--- config.mk ---
export PLATFORM = sky130hd
export DESIGN_NAME = miss_tracker
export DESIGN_NICKNAME = d
export VERILOG_FILES = /design/src/rtl/mshr_pkg.sv /design/src/rtl/mshr_entry.sv /design/src/rtl/mshr_wb_arbiter.sv /design/src/rtl/mshr_scoreboard.sv /design/src/rtl/miss_tracker.sv
export SDC_FILE = /design/constraint.sdc
export NUM_CORES = 2
export LEC_CHECK = 0
export BUFFER_PORTS_ARGS = -buffer_cell sky130_fd_sc_hd__buf_2
export CORE_MARGIN = 4
export CORE_UTILIZATION = 60
export CTS_BUF_LIST = sky130_fd_sc_hd__clkbuf_16
export DETAILED_ROUTE_END_ITERATION = 8
export PLACE_DENSITY = 0.79
export SLEW_MARGIN = 25
export SYNTH_ARGS = -nofsm -noshare
export SYNTH_HDL_FRONTEND = slang
export SYNTH_SLANG_ARGS = --single-unit
--- constraint.sdc ---
create_clock -name clk -period 5.85 [get_ports clk]
set_input_delay 0.2925 -clock clk [delete_from_list [all_inputs] [get_ports clk]]
set_output_delay 0.2925 -clock clk [all_outputs]
set_load 0.01 [all_outputs]
--- src/rtl/mshr_pkg.sv ---
package mshr_pkg;
    parameter int NUM_ENTRIES    = 4;
    parameter int WORDS_PER_LINE = 4;
    parameter int NUM_REGS       = 32;
    parameter int LINE_W         = 26;
    parameter int DATA_W         = 32;

    localparam int ENT_W   = (NUM_ENTRIES > 1) ? $clog2(NUM_ENTRIES) : 1;
    localparam int WORD_W  = (WORDS_PER_LINE > 1) ? $clog2(WORDS_PER_LINE) : 1;
    localparam int REG_W   = $clog2(NUM_REGS);
    localparam int LINE_DW = WORDS_PER_LINE * DATA_W;

    // one word slot: is a register waiting, and which one
    typedef struct packed {
        logic             pend;
        logic [REG_W-1:0] rd;
    } slot_t;

    typedef enum logic [1:0] {
        ENT_FREE  = 2'd0,
        ENT_WAIT  = 2'd1,
        ENT_DRAIN = 2'd2
    } ent_state_e;
endpackage

--- src/rtl/mshr_entry.sv ---
module mshr_entry
    import mshr_pkg::*;
(
    input  logic                            clk,
    input  logic                            rst,
    input  logic                            alloc_en,
    input  logic [LINE_W-1:0]               alloc_line,
    input  logic                            set_en,
    input  logic [WORD_W-1:0]               set_word,
    input  logic [REG_W-1:0]                set_rd,
    input  logic                            kill_en,
    input  logic [REG_W-1:0]                kill_rd,
    input  logic                            fill_en,
    input  logic [LINE_DW-1:0]              fill_data,
    input  logic                            wb_grant,
    output ent_state_e                      state,
    output logic [LINE_W-1:0]               line,
    output slot_t [WORDS_PER_LINE-1:0]      slots,
    output logic                            has_pend,
    output logic [REG_W-1:0]                head_rd,
    output logic [DATA_W-1:0]               head_data
);
    ent_state_e                  state_q, state_n;
    logic [LINE_W-1:0]           line_q;
    slot_t [WORDS_PER_LINE-1:0]  slots_q, slots_n;
    logic [LINE_DW-1:0]          data_q;
    logic [WORD_W-1:0]           head_word;
    logic                        pend_after;

    // lowest pending word is the next one to write back
    always_comb begin
        head_word = '0;
        has_pend  = 1'b0;
        for (int w = WORDS_PER_LINE - 1; w >= 0; w--) begin
            if (slots_q[w].pend) begin
                head_word = WORD_W'(w);
                has_pend  = 1'b1;
            end
        end
    end

    assign head_rd   = slots_q[head_word].rd;
    assign head_data = data_q[head_word*DATA_W +: DATA_W];

    // slot update: alloc clears, kill drops stale register, grant retires head, set wins last
    always_comb begin
        slots_n    = slots_q;
        pend_after = 1'b0;
        for (int w = 0; w < WORDS_PER_LINE; w++) begin
            if (alloc_en)
                slots_n[w].pend = 1'b0;
            if (kill_en && slots_q[w].pend && (slots_q[w].rd == kill_rd))
                slots_n[w].pend = 1'b0;
            if (wb_grant && (head_word == WORD_W'(w)))
                slots_n[w].pend = 1'b0;
            if (set_en && (set_word == WORD_W'(w))) begin
                slots_n[w].pend = 1'b1;
                slots_n[w].rd   = set_rd;
            end
            pend_after = pend_after | slots_n[w].pend;
        end
    end

    always_comb begin
        state_n = state_q;
        unique case (state_q)
            ENT_FREE:  if (alloc_en)    state_n = ENT_WAIT;
            ENT_WAIT:  if (fill_en)     state_n = ENT_DRAIN;
            ENT_DRAIN: if (!pend_after) state_n = ENT_FREE;
            default:                    state_n = ENT_FREE;
        endcase
    end

    always_ff @(posedge clk) begin
        if (rst) begin
            state_q <= ENT_FREE;
            line_q  <= '0;
            slots_q <= '0;
            data_q  <= '0;
        end else begin
            state_q <= state_n;
            slots_q <= slots_n;
            if (alloc_en)
                line_q <= alloc_line;
            if (fill_en && (state_q == ENT_WAIT))
                data_q <= fill_data;
        end
    end

    assign state = state_q;
    assign line  = line_q;
    assign slots = slots_q;

    AST_DRAIN_RELEASE: assert property (@(posedge clk) disable iff (rst)
        (state_q == ENT_DRAIN && !has_pend) |=> (state_q == ENT_FREE));

    AST_GRANT_HAS_WORD: assert property (@(posedge clk) disable iff (rst)
        wb_grant |-> (state_q == ENT_DRAIN && has_pend));

    AST_FILL_FREE_IGNORED: assert property (@(posedge clk) disable iff (rst)
        (fill_en && !alloc_en && state_q == ENT_FREE) |=> (state_q == ENT_FREE));
endmodule

--- src/rtl/mshr_wb_arbiter.sv ---
module mshr_wb_arbiter
    import mshr_pkg::*;
(
    input  logic                   clk,
    input  logic                   rst,
    input  logic [NUM_ENTRIES-1:0] req,
    output logic [NUM_ENTRIES-1:0] grant,
    output logic [ENT_W-1:0]       grant_idx,
    output logic                   any
);
    // fixed priority: lowest index wins
    always_comb begin
        grant     = '0;
        grant_idx = '0;
        any       = 1'b0;
        for (int i = 0; i < NUM_ENTRIES; i++) begin
            if (req[i] && !any) begin
                grant[i]  = 1'b1;
                grant_idx = ENT_W'(i);
                any       = 1'b1;
            end
        end
    end

    AST_ONE_GRANT: assert property (@(posedge clk) disable iff (rst)
        $onehot0(grant));

    AST_GRANT_REQUESTED: assert property (@(posedge clk) disable iff (rst)
        (grant & ~req) == '0);
endmodule

--- src/rtl/mshr_scoreboard.sv ---
module mshr_scoreboard
    import mshr_pkg::*;
(
    input  logic             clk,
    input  logic             rst,
    input  logic             set_en,
    input  logic [REG_W-1:0] set_rd,
    input  logic             clr_en,
    input  logic [REG_W-1:0] clr_rd,
    input  logic [REG_W-1:0] rs_a,
    input  logic [REG_W-1:0] rs_b,
    output logic             hold
);
    logic [NUM_REGS-1:0] busy_q, busy_n;

    // a new miss marking empty outranks a writeback marking full
    always_comb begin
        busy_n = busy_q;
        if (clr_en) busy_n[clr_rd] = 1'b0;
        if (set_en) busy_n[set_rd] = 1'b1;
    end

    always_ff @(posedge clk) begin
        if (rst) busy_q <= '0;
        else     busy_q <= busy_n;
    end

    assign hold = busy_q[rs_a] | busy_q[rs_b];

    AST_WB_TARGET_EMPTY: assert property (@(posedge clk) disable iff (rst)
        clr_en |-> busy_q[clr_rd]);

    AST_MISS_MARKS_EMPTY: assert property (@(posedge clk) disable iff (rst)
        set_en |=> busy_q[$past(set_rd)]);
endmodule

--- src/rtl/miss_tracker.sv ---
module miss_tracker
    import mshr_pkg::*;
(
    input  logic                clk,
    input  logic                rst,
    input  logic                miss_valid,
    input  logic [LINE_W-1:0]   miss_line,
    input  logic [WORD_W-1:0]   miss_word,
    input  logic [REG_W-1:0]    miss_rd,
    output logic                miss_stall,
    output logic                mem_req_valid,
    output logic [LINE_W-1:0]   mem_req_line,
    output logic [ENT_W-1:0]    mem_req_id,
    input  logic                fill_valid,
    input  logic [ENT_W-1:0]    fill_id,
    input  logic [LINE_DW-1:0]  fill_data,
    output logic                wb_valid,
    output logic [REG_W-1:0]    wb_rd,
    output logic [DATA_W-1:0]   wb_data,
    input  logic [REG_W-1:0]    dec_rs_a,
    input  logic [REG_W-1:0]    dec_rs_b,
    output logic                dec_hold
);
    ent_state_e                  ent_st    [NUM_ENTRIES];
    logic [LINE_W-1:0]           ent_line  [NUM_ENTRIES];
    slot_t [WORDS_PER_LINE-1:0]  ent_slots [NUM_ENTRIES];
    logic                        ent_pend  [NUM_ENTRIES];
    logic [REG_W-1:0]            ent_hrd   [NUM_ENTRIES];
    logic [DATA_W-1:0]           ent_hdata [NUM_ENTRIES];

    logic [NUM_ENTRIES-1:0] alloc_vec, set_vec, drain_req, grant;
    logic [ENT_W-1:0]       hit_idx, free_idx, grant_idx;
    logic                   hit, any_free, conflict, accept;
    slot_t                  hit_slot;

    // look for a waiting entry on the same line and the lowest free entry
    always_comb begin
        hit      = 1'b0;
        hit_idx  = '0;
        any_free = 1'b0;
        free_idx = '0;
        for (int i = NUM_ENTRIES - 1; i >= 0; i--) begin
            if (ent_st[i] == ENT_WAIT && ent_line[i] == miss_line) begin
                hit     = 1'b1;
                hit_idx = ENT_W'(i);
            end
            if (ent_st[i] == ENT_FREE) begin
                any_free = 1'b1;
                free_idx = ENT_W'(i);
            end
        end
    end

    assign hit_slot   = ent_slots[hit_idx][miss_word];
    assign conflict   = hit && hit_slot.pend && (hit_slot.rd != miss_rd);
    assign miss_stall = miss_valid && (conflict || (!hit && !any_free));
    assign accept     = miss_valid && !miss_stall;

    always_comb begin
        alloc_vec = '0;
        set_vec   = '0;
        for (int i = 0; i < NUM_ENTRIES; i++) begin
            alloc_vec[i] = accept && !hit && (free_idx == ENT_W'(i));
            set_vec[i]   = accept && (hit ? (hit_idx == ENT_W'(i)) : alloc_vec[i]);
        end
    end

    for (genvar g = 0; g < NUM_ENTRIES; g++) begin : g_ent
        mshr_entry u_entry (
            .clk        (clk),
            .rst        (rst),
            .alloc_en   (alloc_vec[g]),
            .alloc_line (miss_line),
            .set_en     (set_vec[g]),
            .set_word   (miss_word),
            .set_rd     (miss_rd),
            .kill_en    (accept),
            .kill_rd    (miss_rd),
            .fill_en    (fill_valid && (fill_id == ENT_W'(g))),
            .fill_data  (fill_data),
            .wb_grant   (grant[g]),
            .state      (ent_st[g]),
            .line       (ent_line[g]),
            .slots      (ent_slots[g]),
            .has_pend   (ent_pend[g]),
            .head_rd    (ent_hrd[g]),
            .head_data  (ent_hdata[g])
        );
        assign drain_req[g] = (ent_st[g] == ENT_DRAIN) && ent_pend[g];
    end

    mshr_wb_arbiter u_arb (
        .clk       (clk),
        .rst       (rst),
        .req       (drain_req),
        .grant     (grant),
        .grant_idx (grant_idx),
        .any       (wb_valid)
    );

    assign wb_rd   = ent_hrd[grant_idx];
    assign wb_data = ent_hdata[grant_idx];

    mshr_scoreboard u_sb (
        .clk    (clk),
        .rst    (rst),
        .set_en (accept),
        .set_rd (miss_rd),
        .clr_en (wb_valid),
        .clr_rd (wb_rd),
        .rs_a   (dec_rs_a),
        .rs_b   (dec_rs_b),
        .hold   (dec_hold)
    );

    always_ff @(posedge clk) begin
        if (rst) begin
            mem_req_valid <= 1'b0;
            mem_req_line  <= '0;
            mem_req_id    <= '0;
        end else begin
            mem_req_valid <= accept && !hit;
            if (accept && !hit) begin
                mem_req_line <= miss_line;
                mem_req_id   <= free_idx;
            end
        end
    end

    AST_REQ_TO_WAITING: assert property (@(posedge clk) disable iff (rst)
        mem_req_valid |-> (ent_st[mem_req_id] == ENT_WAIT));

    for (genvar a = 0; a < NUM_ENTRIES; a++) begin : g_uniq_a
        for (genvar b = a + 1; b < NUM_ENTRIES; b++) begin : g_uniq_b
            AST_LINE_UNIQUE: assert property (@(posedge clk) disable iff (rst)
                !(ent_st[a] == ENT_WAIT && ent_st[b] == ENT_WAIT
                  && ent_line[a] == ent_line[b]));
        end
    end
endmodule

==> results.ini <==
[synth]
yosysMostFrequentCell = nand2_1
async_flop_share = 0
synth_nets = 4770
yosysWarnings = 0
netlist_instances = 4593
ys_types = 62
synth_area_leaders = dfxtp_1, nand2_1, a21oi_1
ys.flop_type = dfxtp_1
syn_area_per_cell_sq_um = 7.85
netlist_area_sq_um = 36100
yosys-top-cells-count = nand2_1, dfxtp_1, a21oi_1, clkbuf_1, o21ai_0
synth_top_area_share = 0.434
synth-edff-count = 0
ys_seq_elements = 781
yosysTopAreaCell = dfxtp_1
synth-seq-area-share = 0.434

[drt]
vias = 35700
drc = 0
wl_per_cell_um = 22.2
wl_um = 124000
antenna_left = 0
first_pass_iters = 8
via_per_inst = 6.40
drt_iter0_markers = 5243

[floorplanning]
rows = 89
die_h_um = 253
ioPinCount = 246
die_area_sq_um = 64100
start_util = 0.609
die_x_um = 253
coreArea_sq_um = 59200

[grt]
grt_pass1_wl_um = 189000
grt.total_usage = 0.370
grt_overflow = 0
grt_start_max_net_pins = 194
antenna_found_initial = 17
grt_pass1_vias = 33321

[sta]
fin_ws_ns = 0.514
max_freq_mhz = 187
fin_hold_ws_ns = 0.0192
tns_ns = 0
setup_viol = 0
rsz0062_at_grt = false
period_share = 0.912
worst_pin_slew_ns = 1.14
finClkSkew_ns = 0.0184
slew_headroom = 0.241
post-route-min-period_ns = 5.34
slew_violations = 0
finalHoldViolations = 0

[power_and_ir_drop]
p_per_area_nw_per_um2 = 277
ir_drop_v = 0.000215
leakage_nw = 14.8
seqPwrFrac = 0.473
totalPowerFinal_w = 0.0115
p_int_w = 0.00868
combPwrFrac = 0.075
switching_share = 0.245
pwr-share-clk = 0.452
p_sw_w = 0.00281

[cts]
cts_tree = yes
path_clk_slew_ns = 0.06
h-tree-depth = 3
post_cts_buffers = 0
cts_buffers = 80
clock_sinks = 781
clk_path_buf_depth = 3
clock_latency_ns = 0.64
root_buffer = clkbuf_16

[layout]
final_nets = 4903
stdcell_area_sq_um = 41400
nFillCells = 4714
drive_above_1_share = 0.123
area_delta_synth_final_pct = 14.8

[placement]
place_area_sq_um = 37400
routabilityCongestion = 0.995
numPortBuffers = 245
pre_cts_slack_ns = 0.606
hpwl_um = 74800

[critical_path]
worstPathMaxFanout = 18
cp_data_arrival_time_ns = 5.81
end_kind = register
path_class = register to register
required_ns = 6.32
start_kind = register

[job]
drv_cap = 0

[hold_path]
min_path_type = input port to register

[run_status]
status = complete, no violations

## logic make-up (layout without fill, tap and decap cells)
family / Yosys count / after routing / synth area share
AO/OA/AOI/OAI: 1105 / 1105 / 0.178
XOR/XNOR: 188 / 188 / 0.0457
adder cells (fa/ha/maj): 1 / 1 / 0.000278
buffers and inverters: 400 / 596 / 0.0450
flip-flops: 781 / 781 / 0.434
multiplexers: 259 / 259 / 0.0827
other: 0 / 18 / 0
AND/OR/NAND/NOR: 1859 / 1859 / 0.214
## worst max-delay path: stages (launching register included)
cell	delay (ns)
dfxtp_1	0.33
nand2b_1	0.31
nor4_1	0.33
nand4_1	0.29
or2_1	0.42
or3_1	0.67
o221ai_1	0.33
o32ai_1	0.13
or3_1	0.40
xor2_1	0.17
o41ai_4	0.37
buf_4	0.31
a41o_1	0.62
nand2_1	0.26
nand2_1	0.14
a21oi_1	0.07
## registers in the layout (all words and copies together), names as in the netlist
signal / cells
mem_req_line: 26
g_ent.u_entry.slots: 96
mem_req_id: 2
g_ent.u_entry.line: 104
mem_req_valid: 1
u_sb.busy_q: 32
g_ent.u_entry.data_q: 512
g_ent.u_entry.state: 8
## placed cells by master, fill, tap and decap left out, types with 7 or more instances in the layout
cell           synthesis  final
xnor2_1              125    125
o21ai_1               11      8
nor3_1                40     37
nand4_2               12     12
dfxtp_1              781    781
a211oi_1              13     13
dlygate4sd3_1          0    135
nand3_1              113    112
inv_1                  6     21
clkbuf_16              0     82
nor2b_1               19     19
clkinv_1               0     22
buf_4                  2     58
nand2_1             1390   1387
mux4_2                21     21
mux2_2               100    100
and2_2                 0      7
nor4_1                22     21
o21a_1                 7      7
a21oi_1              699    699
and4_1                 8      8
o211ai_1              11     11
nand4_1               39     39
xor2_1                63     63
a22oi_1               33     33
o22ai_1               26     26
buf_2                 25    244
or3_1                 18     17
bufinv_16              0     10
a222oi_1              99     99
o21ai_0              151    151
diode_2                0     18
nand2b_1               9      9
nor2_1               139    132
mux2i_1              138    138
clkinv_2               0      9
and3_1                14     14
o221ai_1              18     18
## path summary, 6_finish.rpt
kind                                          startpoint                                      end  slack [ns]  depth (start not counted)
setup / recovery  g_ent[2].u_entry.state[1]$_SDFFE_PP0P_  g_ent[1].u_entry.slots[19]$_SDFFE_PP0P_        0.51                         15
hold / removal                             miss_line[25]   g_ent[1].u_entry.line[25]$_SDFFE_PP0P_        0.02                          3
setup reg to reg  g_ent[2].u_entry.state[1]$_SDFFE_PP0P_  g_ent[1].u_entry.slots[19]$_SDFFE_PP0P_        0.51                         15
hold reg to reg             mem_req_line[3]$_SDFFE_PP0P_             mem_req_line[3]$_SDFFE_PP0P_        0.45                          2
## final cells by class
cell class / instances / area [sq um] / area share
antenna: 18 / 45.0 / 0.00109
clock buffer: 82 / 2050 / 0.0496
clock inverter: 63 / 574 / 0.0139
inverter: 6 / 22.5 / 0.000544
multi-input combinational: 3412 / 19000 / 0.458
sequential: 781 / 15600 / 0.378
tap: 773 / 967 / 0.0234
timing repair buffer: 445 / 3160 / 0.0762
## metal layers
metal | up-vias | wire, um | global-route usage
li1 | 16088 | - | -
met1 | 16767 | 47700 | 0.502
met2 | 2344 | 54900 | 0.571
met3 | 495 | 15500 | 0.0844
met4 | 6 | 5600 | 0.159
met5 | - | 35 | 0
## through the flow
step,util,instances
detailed placement,0.631,5281
global placement,0.630,5279
floorplan,-,4593
global route,0.699,5573
finish,0.699,5580
CTS,0.698,5561
## power by group through the flow
stage          clock (W)  sequential, W  combinational [W]
2_1_floorplan          0        0.00554           0.000457
3_3_place_gp           0        0.00555           0.000741
3_5_place_dp           0        0.00555           0.000751
4_1_cts          0.00520        0.00543           0.000832
5_1_grt          0.00543        0.00544           0.000906
6_report         0.00519        0.00543           0.000865
## timing repair
action	in CTS	in global routing
gates resized for setup	0	0
endpoints found under the hold margin	529	0
hold buffers	135	0
Note: power is estimated with default switching activity, not from simulation.
